<file path="src/rtl/dtdb_pkg.sv">
package dtdb_pkg;
    typedef enum logic [0:0] {
        ST_DOWN = 1'b0,
        ST_UP   = 1'b1
    } sw_state_t;

    typedef enum logic [1:0] {
        T_HOLD    = 2'd0,
        T_GO_UP   = 2'd1,
        T_GO_DOWN = 2'd2
    } sw_trans_t;
endpackage

</file>
<file path="src/rtl/dtdb_sync.sv">
module dtdb_sync #(
    parameter int STAGES = 2
) (
    input  logic clk,
    input  logic rst,
    input  logic din_n,
    output logic closed
);
    logic [STAGES-1:0] chain;

    genvar g;
    generate
        for (g = 0; g < STAGES; g++) begin : g_stage
            always_ff @(posedge clk) begin
                if (rst) chain[g] <= 1'b1;
                else if (g == 0) chain[g] <= din_n;
                else chain[g] <= chain[(g == 0) ? 0 : g-1];
            end
        end
    endgenerate

    assign closed = ~chain[STAGES-1];
endmodule

</file>
<file path="src/rtl/dtdb_latch_fsm.sv">
module dtdb_latch_fsm
    import dtdb_pkg::*;
(
    input  logic clk,
    input  logic rst,
    input  logic up_closed,
    input  logic dn_closed,
    output logic level
);
    sw_state_t state_q, state_d;
    sw_trans_t trans;

    always_comb begin
        if (up_closed)      trans = T_GO_UP;
        else if (dn_closed) trans = T_GO_DOWN;
        else                trans = T_HOLD;
    end

    always_comb begin
        state_d = state_q;
        unique case (trans)
            T_GO_UP:   state_d = ST_UP;
            T_GO_DOWN: state_d = ST_DOWN;
            T_HOLD:    state_d = state_q;
            default:   state_d = state_q;
        endcase
    end

    always_ff @(posedge clk) begin
        if (rst) state_q <= ST_DOWN;
        else     state_q <= state_d;
    end

    always_comb begin
        unique case (state_q)
            ST_UP:   level = 1'b1;
            ST_DOWN: level = 1'b0;
            default: level = 1'b0;
        endcase
    end
endmodule

</file>
<file path="src/rtl/dtdb_edge_counter.sv">
module dtdb_edge_counter #(
    parameter int COUNT_W = 16
) (
    input  logic               clk,
    input  logic               rst,
    input  logic               level,
    output logic [COUNT_W-1:0] count,
    output logic               pulse
);
    logic level_d;
    logic rise;

    assign rise = level & ~level_d;

    always_ff @(posedge clk) begin
        if (rst) begin
            level_d <= 1'b0;
            pulse   <= 1'b0;
            count   <= '0;
        end else begin
            level_d <= level;
            pulse   <= rise;
            if (rise) count <= count + 1'b1;
        end
    end
endmodule

</file>
<file path="src/rtl/dt_debounce_counter.sv">
module dt_debounce_counter #(
    parameter int COUNT_W     = 16,
    parameter int SYNC_STAGES = 2
) (
    input  logic               clk,
    input  logic               rst,
    input  logic               up_contact_n,
    input  logic               dn_contact_n,
    output logic               level,
    output logic [COUNT_W-1:0] count,
    output logic               count_pulse
);
    logic up_closed;
    logic dn_closed;

    dtdb_sync #(.STAGES(SYNC_STAGES)) u_sync_up (
        .clk(clk), .rst(rst), .din_n(up_contact_n), .closed(up_closed)
    );

    dtdb_sync #(.STAGES(SYNC_STAGES)) u_sync_dn (
        .clk(clk), .rst(rst), .din_n(dn_contact_n), .closed(dn_closed)
    );

    dtdb_latch_fsm u_fsm (
        .clk(clk), .rst(rst),
        .up_closed(up_closed), .dn_closed(dn_closed),
        .level(level)
    );

    dtdb_edge_counter #(.COUNT_W(COUNT_W)) u_cnt (
        .clk(clk), .rst(rst), .level(level),
        .count(count), .pulse(count_pulse)
    );
endmodule

</file>
<file path="config.mk">
export PLATFORM = sky130hd
export DESIGN_NAME = dt_debounce_counter
export DESIGN_NICKNAME = d
export VERILOG_FILES = /design/src/rtl/dtdb_pkg.sv /design/src/rtl/dtdb_sync.sv /design/src/rtl/dtdb_latch_fsm.sv /design/src/rtl/dtdb_edge_counter.sv /design/src/rtl/dt_debounce_counter.sv
export SDC_FILE = /design/constraint.sdc
export NUM_CORES = 1
export LEC_CHECK = 0
export BUFFER_PORTS_ARGS = -buffer_cell sky130_fd_sc_hd__buf_4
export CAP_MARGIN = 0
export CORE_MARGIN = 2
export CORE_UTILIZATION = 45
export CTS_CLUSTER_SIZE = 14
export DETAILED_ROUTE_END_ITERATION = 6
export HOLD_SLACK_MARGIN = 0.08
export PLACE_DENSITY = 0.74
export SLEW_MARGIN = 10
export SYNTH_ARGS = -nofsm -noshare
export SYNTH_HDL_FRONTEND = slang
export SYNTH_SLANG_ARGS = --single-unit
</file>
<file path="constraint.sdc">
create_clock -name clk -period 2.12 [get_ports clk]
set_input_delay 0.106 -clock clk [delete_from_list [all_inputs] [get_ports clk]]
set_output_delay 0.106 -clock clk [all_outputs]
set_load 0.01 [all_outputs]
</file>
; ---- Yosys cells after proc, flatten, opt, wreduce, memory -nomap -nowiden
; Cells that the tools add are included.
[word_totals]
regBits = 23
in_bits = 4
output_inout_bits = 18
wordCells = 19
[op_classes]
add_sub_neg = 1
n_eq_ne = 2
muxes = 4
n_bitwise = 3
n_reduce_logical = 1
[ops]
columns = op, n
row1 = $add 16x1->16 const B, 1
row2 = $mux 2, 2
row3 = $pmux 1 s2, 2
row4 = $eq 2x1->1 const B, 1
row5 = $eq 2x2->1 const B, 1
row6 = $not 1->1, 2
row7 = $reduce_bool 2->1, 1
row8 = $and 1x1->1, 1

; ---- Logic depth before layout (Yosys ltp)
; Gate-level depths: netlist (run 1).
[depth]
depth_word = 4
ltp_mapped = 5
depth_no_buf = 5

; ---- By module
; From an unflattened synthesis (run 1), not the netlist that was laid out.
[unflattened]
hier_cells = 100
area_unflattened_um2 = 952.2
[modules_own_cells]
columns = module, n_inst, cells_each, area_each_um2, seq_area_each_um2
row1 = dtdb_edge_counter, 1, 86, 800.8, 360.3
row2 = dtdb_sync, 2, 5, 56.3, 40.0
row3 = dtdb_latch_fsm, 1, 4, 38.8, 20.0

; ---- Worst setup path after synthesis (run 1)
; OpenSTA, ideal clock, no wires.
[synth_timing]
path_kind = flip-flop to flip-flop
startpoint = register u_cnt.count[7]
endpoint = register u_cnt.count[11]
setup_time_ns = 0.070
arrival_time_ns = 1.448
t_required_ns = 2.050
slack_ns = 0.602
path_stages_with_launch = 5
path_buffers = 0
synth_period_minus_slack_ns = 1.518
path_cell_list = dfxtp_1 nand4_2 or2_0 or4b_1 a21oi_1
[synth_via]
elab_chain_cells = 1
[synth_rtl]
columns = item, line_no
row1 = start: declaration, dtdb_edge_counter.sv:7  ; output logic [COUNT_W-1:0] count,
row2 = start signal: assignment, dtdb_edge_counter.sv:23  ; if (rise) count <= count + 1'b1;
row3 = $add 16x1->16, dtdb_edge_counter.sv:23
; No other way between the ends.
; A chain may end at the register's enable or synchronous reset.

; ---- Final worst setup path (run 1)
[layout_timing]
startpoint = register u_cnt.count[6]
endpoint = register u_cnt.count[14]
; The elaborated chain is that of the path after synthesis.

==> impl_metrics.csv, run 1 <==
group,metric,value,unit
pwr,p_int,0.000529,W
logic_synthesis,synth_ff_type,"dfxtp_1",
detailed_routing,vias,747,
logic_synthesis,async_flop_share,0,
critical_path,critPathLaunchType,"flop",
die,num_io_pins,22,
clock_network,worstSkewPairLatency,0.29,ns
sta,finalSetupViolCount,0,
detailed_routing,first_pass_iters,5,
clock_network,clock_tree.root_cell,"clkbuf_4",
clock_network,cts_sinks,23,
sta,finalHoldViolations,0,
clock_network,htree_levels,1,
die,die_h,49.5,um
clock_network,clk_pin_slew_worst_paths,0.12,ns
die,coreArea,1960,um2
critical_path,crit_fanout,7,
critical_path,end_kind,"flop",
logic_synthesis,netlist_instances,100,
logic_synthesis,yosys_warnings,0,
cells_and_area,num-fill-cells,187,
detailed_routing,routed_wl,1680,um
die,die_x,49.5,um
critical_path,required,2.32,ns
global_route,antenna_found_initial,0,
global_route,grtUsageMet3,0.0364,
die,die-area,2450,um2
detailed_routing,drt_iter0_markers,5,
sta,clock-skew-final,0.00607,ns
placed_design,port-buffer-count,21,
pwr,sw_frac_of_total,0.204,
logic_synthesis,synth_edf_count,0,
sta,fin_ws,0.475,ns
global_route,grt_pass1_vias,683,
critical_path,crit_arrival,1.84,ns
pwr,ir_drop,0.396,mV
cells_and_area,area_delta_synth_final,24.3,%
sta,slew_viol_final,0,
logic_synthesis,seq_area_frac_synth,0.495,
pwr,pwr-share-clk,0.285,
run,drv_cap,0,
placed_design,dp_slack,0.507,ns
sta,fin_crit,1.64,ns
clock_network,post_cts_buffers,0,
clock_network,cts_buffers,3,
critical_path,critical_path_class,"flop to flop",
sta,fmax,608,MHz
logic_synthesis,synth.avg_cell_area,9.31,um2
logic_synthesis,synth_area,931,um2
detailed_routing,via_per_inst,4.95,
sta,slew_headroom,0.735,
sta,fin_crit_sh,0.776,
global_route,use_met2,0.250,
cells_and_area,drive_gt1_frac,0.242,
detailed_routing,drtAntennaViolNets,0,
placed_design,gp_congestion,0.813,
detailed_routing,drc_errors,0,
pwr,p_comb_frac,0.047,
logic_synthesis,ys_ff_latch,23,
run_status,outcome,"completed",
global_route,gr-total-overflow,0,
die,initial_utilization,0.474,
global_route,grt_max_degree,27,
sta,rsz0062_at_grt,"no",
placed_design,hpwl,1240,um
pwr,switching_power,0.000136,W
cells_and_area,final_net_count,130,
logic_synthesis,yosysUniqueCellTypes,26,
logic_synthesis,synth_fp_nets,105,
global_route,track_usage,0.153,
sta,final.setup.tns,0,ns
global_route,grt_pass1_wl,2920,um
sta,worst_slew_pin_slew,0.396,ns
pwr,power_frac_seq,0.668,
cells_and_area,num_antenna_cells,0,
die,num_rows,16,
global_route,grt-busiest-layer,"met2",
global_route,met1_usage,0.197,
min_path,min_path_type,"primary input to flop",
clock_network,cts_tree,"done",
pwr,power-per-cell-area,574,nW/um2
clock_network,clock_path_buffers,2,
pwr,leakage,0.442,nW
pwr,finalPower,0.000665,W
detailed_routing,wl_per_cell,11.1,um
-- cells in the mapped netlist, types with 2 or more instances --
library cell | n | share of area
a21oi_1 | 3 | 0.016
clkbuf_1 | 3 | 0.012
dfxtp_1 | 23 | 0.49
inv_1 | 2 | 0.0081
mux2_1 | 3 | 0.036
nand2_1 | 6 | 0.024
nand3_1 | 4 | 0.022
nand4_1 | 2 | 0.013
nor2_1 | 14 | 0.056
nor2b_1 | 7 | 0.047
nor3_1 | 4 | 0.022
nor4_1 | 4 | 0.027
or2_2 | 4 | 0.027
xnor2_1 | 8 | 0.075
xor2_1 | 2 | 0.019
-- sequential cells by signal, indices dropped and copies added (netlist names) --
| name | cells |
|---|---|
| u_cnt.count | 16 |
| u_sync_dn.chain | 2 |
| u_sync_up.chain | 2 |
| u_cnt.level_d | 1 |
| u_cnt.pulse | 1 |
| u_fsm.state_q | 1 |
-- power by group through the flow --
stage                      logic, W  clock network [W]  registers (W)
final                     0.0000314           0.000189       0.000444
after global routing      0.0000343           0.000226       0.000445
after CTS                 0.0000316           0.000200       0.000444
after detailed placement  0.0000287                  0       0.000454
after global placement    0.0000286                  0       0.000453
after floorplan           0.0000167                  0       0.000454
-- cells in the final DEF, fill, tap and decap left out --
cell,instances
nand3_1,4
nand3b_1,1
o21ai_0,1
nor4_1,4
nand4b_1,1
clkbuf_1,1
xnor2_1,8
o41ai_1,1
or2_0,1
a21oi_1,3
or2_2,4
inv_1,2
mux2_1,3
nor2_1,14
nor3_1,4
nand2_1,6
mux2i_1,1
or4b_1,1
nand4_1,2
nor2_2,1
clkbuf_4,3
xor2_1,2
buf_4,21
nand4_2,1
or3_1,1
nor2b_1,7
ha_1,1
dfxtp_1,23
dlygate4sd3_1,2
-- routing by layer --
metal / up-vias / share of wire
met5: - / 0
met4: 0 / 0
met3: 0 / 0.045
met2: 18 / 0.47
met1: 341 / 0.48
li1: 388 / -
-- final timing paths --
kind,startpoint,endpoint,slack [ns],depth (start not counted)
hold / removal,rst,u_cnt.count[10]$_SDFFE_PP0P_,0.15,2
hold reg to reg,u_sync_up.chain[1]$_SDFF_PP1_,u_fsm.state_q$_SDFFE_PP0P_,0.41,1
setup reg to reg,u_cnt.count[6]$_SDFFE_PP0P_,u_cnt.count[14]$_SDFFE_PP0P_,0.48,4
setup / recovery,u_cnt.count[6]$_SDFFE_PP0P_,u_cnt.count[14]$_SDFFE_PP0P_,0.48,4
-- repair_timing --
| action | 4_1_cts | 5_1_grt |
|---|---|---|
| endpoints found under the setup margin | 0 | 0 |
| hold endpoints to repair | 2 | 0 |
| resized for setup | 0 | 0 |
| hold buffers | 2 | 0 |
-- cell families after synthesis --
kind of cell / count (synthesis) / share of synthesized area
AO/OA/AOI/OAI: 5 / 0.0309
XOR/XNOR: 10 / 0.0941
adder cells (fa/ha/maj): 1 / 0.0134
buffers and inverters: 5 / 0.0202
flip-flops: 23 / 0.495
multiplexers: 4 / 0.0470
AND/OR/NAND/NOR: 52 / 0.300
-- layout make-up --
| type | instances | area [um2] | share of cell area |
|---|---|---|---|
| Multi-Input combinational cell | 72 | 452 | 0.390 |
| Tap cell | 27 | 33.8 | 0.0292 |
| Timing Repair Buffer | 23 | 178 | 0.154 |
| Clock buffer | 4 | 26.3 | 0.0227 |
| Inverter | 2 | 7.51 | 0.00649 |
| Sequential cell | 23 | 460 | 0.398 |
-- critical path: stages, from the launching register on --
cell and delay (ns):
dfxtp_1 0.47, nand4_2 0.18, nor4_1 0.38, nor2b_1 0.19, mux2_1 0.32
-- stage by stage --
| stage | hold slack, ns | instances | util | instance area (um2) |
|---|---|---|---|---|
| 2_1_floorplan | 0.210 | 100 | - | 931 |
| 3_3_place_gp | 0.292 | 145 | 0.566 | 1110 |
| 3_5_place_dp | 0.294 | 145 | 0.566 | 1110 |
| 4_1_cts | 0.138 | 151 | 0.590 | 1160 |
| 5_1_grt | 0.134 | 151 | 0.590 | 1160 |
| 6_report | 0.146 | 151 | 0.590 | 1160 |
(Power assumes the default switching activity.)
==> run 2, diff against run 1 <==
Settings changed: PLACE_DENSITY 0.74 to 0.76.
Clock period 2.12 ns to 1.4 ns, I/O delays scaled along.
==> run 2 against run 1 <==
Compared with the run above:
- the run now ends with setup timing left
- sequential power up 50%
- clock power up 58%
- wire length up 39%
- maximum frequency up 5.5%
- total power up 55%
- sequential cell count unchanged
- largest power group unchanged
- worst setup slack worse by 0.63 ns
- critical path type unchanged
- sequential share of layout area down 6.3 points
- highest routed layer is now met4
- largest cell class is now multi-input combinational cells
==> impl_metrics.csv, run 2 (same netlist as run 1, synthesis figures left out) <==
group,metric,value,unit
run_status,outcome,"complete, but fails checks",
run_status,violations,"setup timing",
clock_network,cts_sinks,23,
pwr,ir_drop,0.619,mV
sta,worst_slew_pin_slew,0.568,ns
sta,fmax,642,MHz
cells_and_area,final_common_cell,"buf_4",
detailed_routing,via_per_inst,5.09,
critical_path,crit_arrival,1.75,ns
placed_design,gp_congestion,0.748,
pwr,leakage,0.580,nW
cells_and_area,regMostFlops,"u_cnt.count",
clock_network,htree_levels,1,
global_route,antenna_found_initial,0,
sta,clock-skew-final,0.00207,ns
detailed_routing,routed_wl,2320,um
detailed_routing,wl_per_cell,13.3,um
clock_network,worstSkewPairLatency,0.30,ns
sta,slew_viol_final,0,
run,drv_cap,0,
sta,finalHoldViolations,0,
die,die-area,2450,um2
placed_design,hpwl,1520,um
cells_and_area,num-fill-cells,155,
cells_and_area,final_net_count,153,
global_route,gr-total-overflow,0,
detailed_routing,drc_errors,0,
min_path,min_path_type,"primary input to flop",
clock_network,clk_pin_slew_worst_paths,0.12,ns
sta,finalSetupViolCount,3,
detailed_routing,drtAntennaViolNets,0,
sta,rsz0062_at_grt,"yes",
die,coreArea,1960,um2
die,die_h,49.5,um
sta,fin_ws,-0.158,ns
detailed_routing,drt_iter0_markers,21,
critical_path,crit_fanout,4,
global_route,grt_pass1_vias,875,
pwr,power-per-cell-area,717,nW/um2
die,num_io_pins,22,
placed_design,port-buffer-count,21,
die,die_x,49.5,um
detailed_routing,vias,885,
critical_path,r2r_setup_slack,-0.16,ns
sta,final.setup.tns,-0.178,ns
critical_path,end_kind,"flop",
detailed_routing,first_pass_iters,4,
pwr,finalPower,0.00103,W
cells_and_area,num_antenna_cells,0,
global_route,track_usage,0.183,
sta,fin_crit_sh,1.11,
sta,fin_hold_ws,0.0887,ns
cells_and_area,largest_register_ff_count,16,
clock_network,clock_path_buffers,2,
critical_path,critical_path_class,"flop to flop",
die,initial_utilization,0.474,
clock_network,cts_tree,"done",
cells_and_area,area_delta_synth_final,53.8,%
global_route,grt_pass1_wl,3560,um
cells_and_area,final_cell_mix,"buf_4, nor2_1, dfxtp_1",
die,num_rows,16,
sta,fin_crit,1.56,ns
clock_network,cts_buffers,3,
clock_network,clock_tree.root_cell,"clkbuf_4",
cells_and_area,drive_gt1_frac,0.531,
critical_path,critPathLaunchType,"flop",
sta,slew_headroom,0.616,
cells_and_area,multi_input_area,531,um2
critical_path,required,1.59,ns
cells_and_area,ff_latch_area,479,um2
global_route,grt_max_degree,27,
cells_and_area,top_regs,"u_cnt.count x16, u_sync_dn.chain x2, u_sync_up.chain x2",
[run 2: cell types whose count changed in the layout (fill, tap and decap cells not counted), sizes merged]
cell  previous run  this run
buf             21        44
[run 2: cell type report]
cell class,instances,share of cell area
timing repair buffer,46,0.247
multi-input combinational,72,0.371
clock buffer,4,0.0184
inverter,2,0.00524
sequential,23,0.335
tap,27,0.0236
[run 2: repair_timing]
| item | in CTS | in global routing |
|---|---|---|
| hold buffers | 2 | 0 |
| gates resized for setup | 1 | 17 |
| pin swaps | 2 | 3 |
| setup buffers | 1 | 0 |
| hold endpoints to repair | 2 | 0 |
| endpoints found under the setup margin | 5 | 11 |
[run 2: path summary, 6_finish.rpt]
check / from / to / cells after the start
min reg2reg: u_sync_up.chain[1]$_SDFF_PP1_ / u_fsm.state_q$_SDFFE_PP0P_ / 1
max: u_cnt.level_d$_SDFF_PP0_ / u_cnt.count[11]$_SDFFE_PP0P_ / 4
max reg2reg: u_cnt.level_d$_SDFF_PP0_ / u_cnt.count[11]$_SDFFE_PP0P_ / 4
min: rst / u_cnt.count[11]$_SDFFE_PP0P_ / 2
[run 2: stage by stage]
step            util  instance area (um2)  setup slack, ns  cells
3_5_place_dp   0.669                 1310          -0.0262    167
6_report       0.730                 1430           -0.158    174
5_1_grt        0.730                 1430           -0.215    174
4_1_cts        0.696                 1370          -0.0214    174
3_3_place_gp   0.669                 1310           0.0226    167
2_1_floorplan      -                  967          -0.0198    100
[run 2: critical path: stages (launching register included)]
cell and delay [ns]:
dfxtp_2 0.34, nand3b_1 0.23, buf_4 0.19, o41ai_1 0.58, a21oi_2 0.10
[run 2: layer usage]
metal	GRT usage	part of all wire	wire, um	up-vias
met4	0.0324	0.020	46	0
met3	0.0394	0.053	123	6
met2	0.356	0.53	1230	40
met1	0.203	0.40	923	407
met5	0	0	0	-
li1	-	-	-	432
[run 2: power breakdown]
part | leakage, nW | total [W] | switching [W] | internal (W)
logic | 0.372 | 0.0000610 | 0.0000282 | 0.0000328
clock network | 0.0150 | 0.000299 | 0.000188 | 0.000111
registers | 0.193 | 0.000667 | 0.00000515 | 0.000662
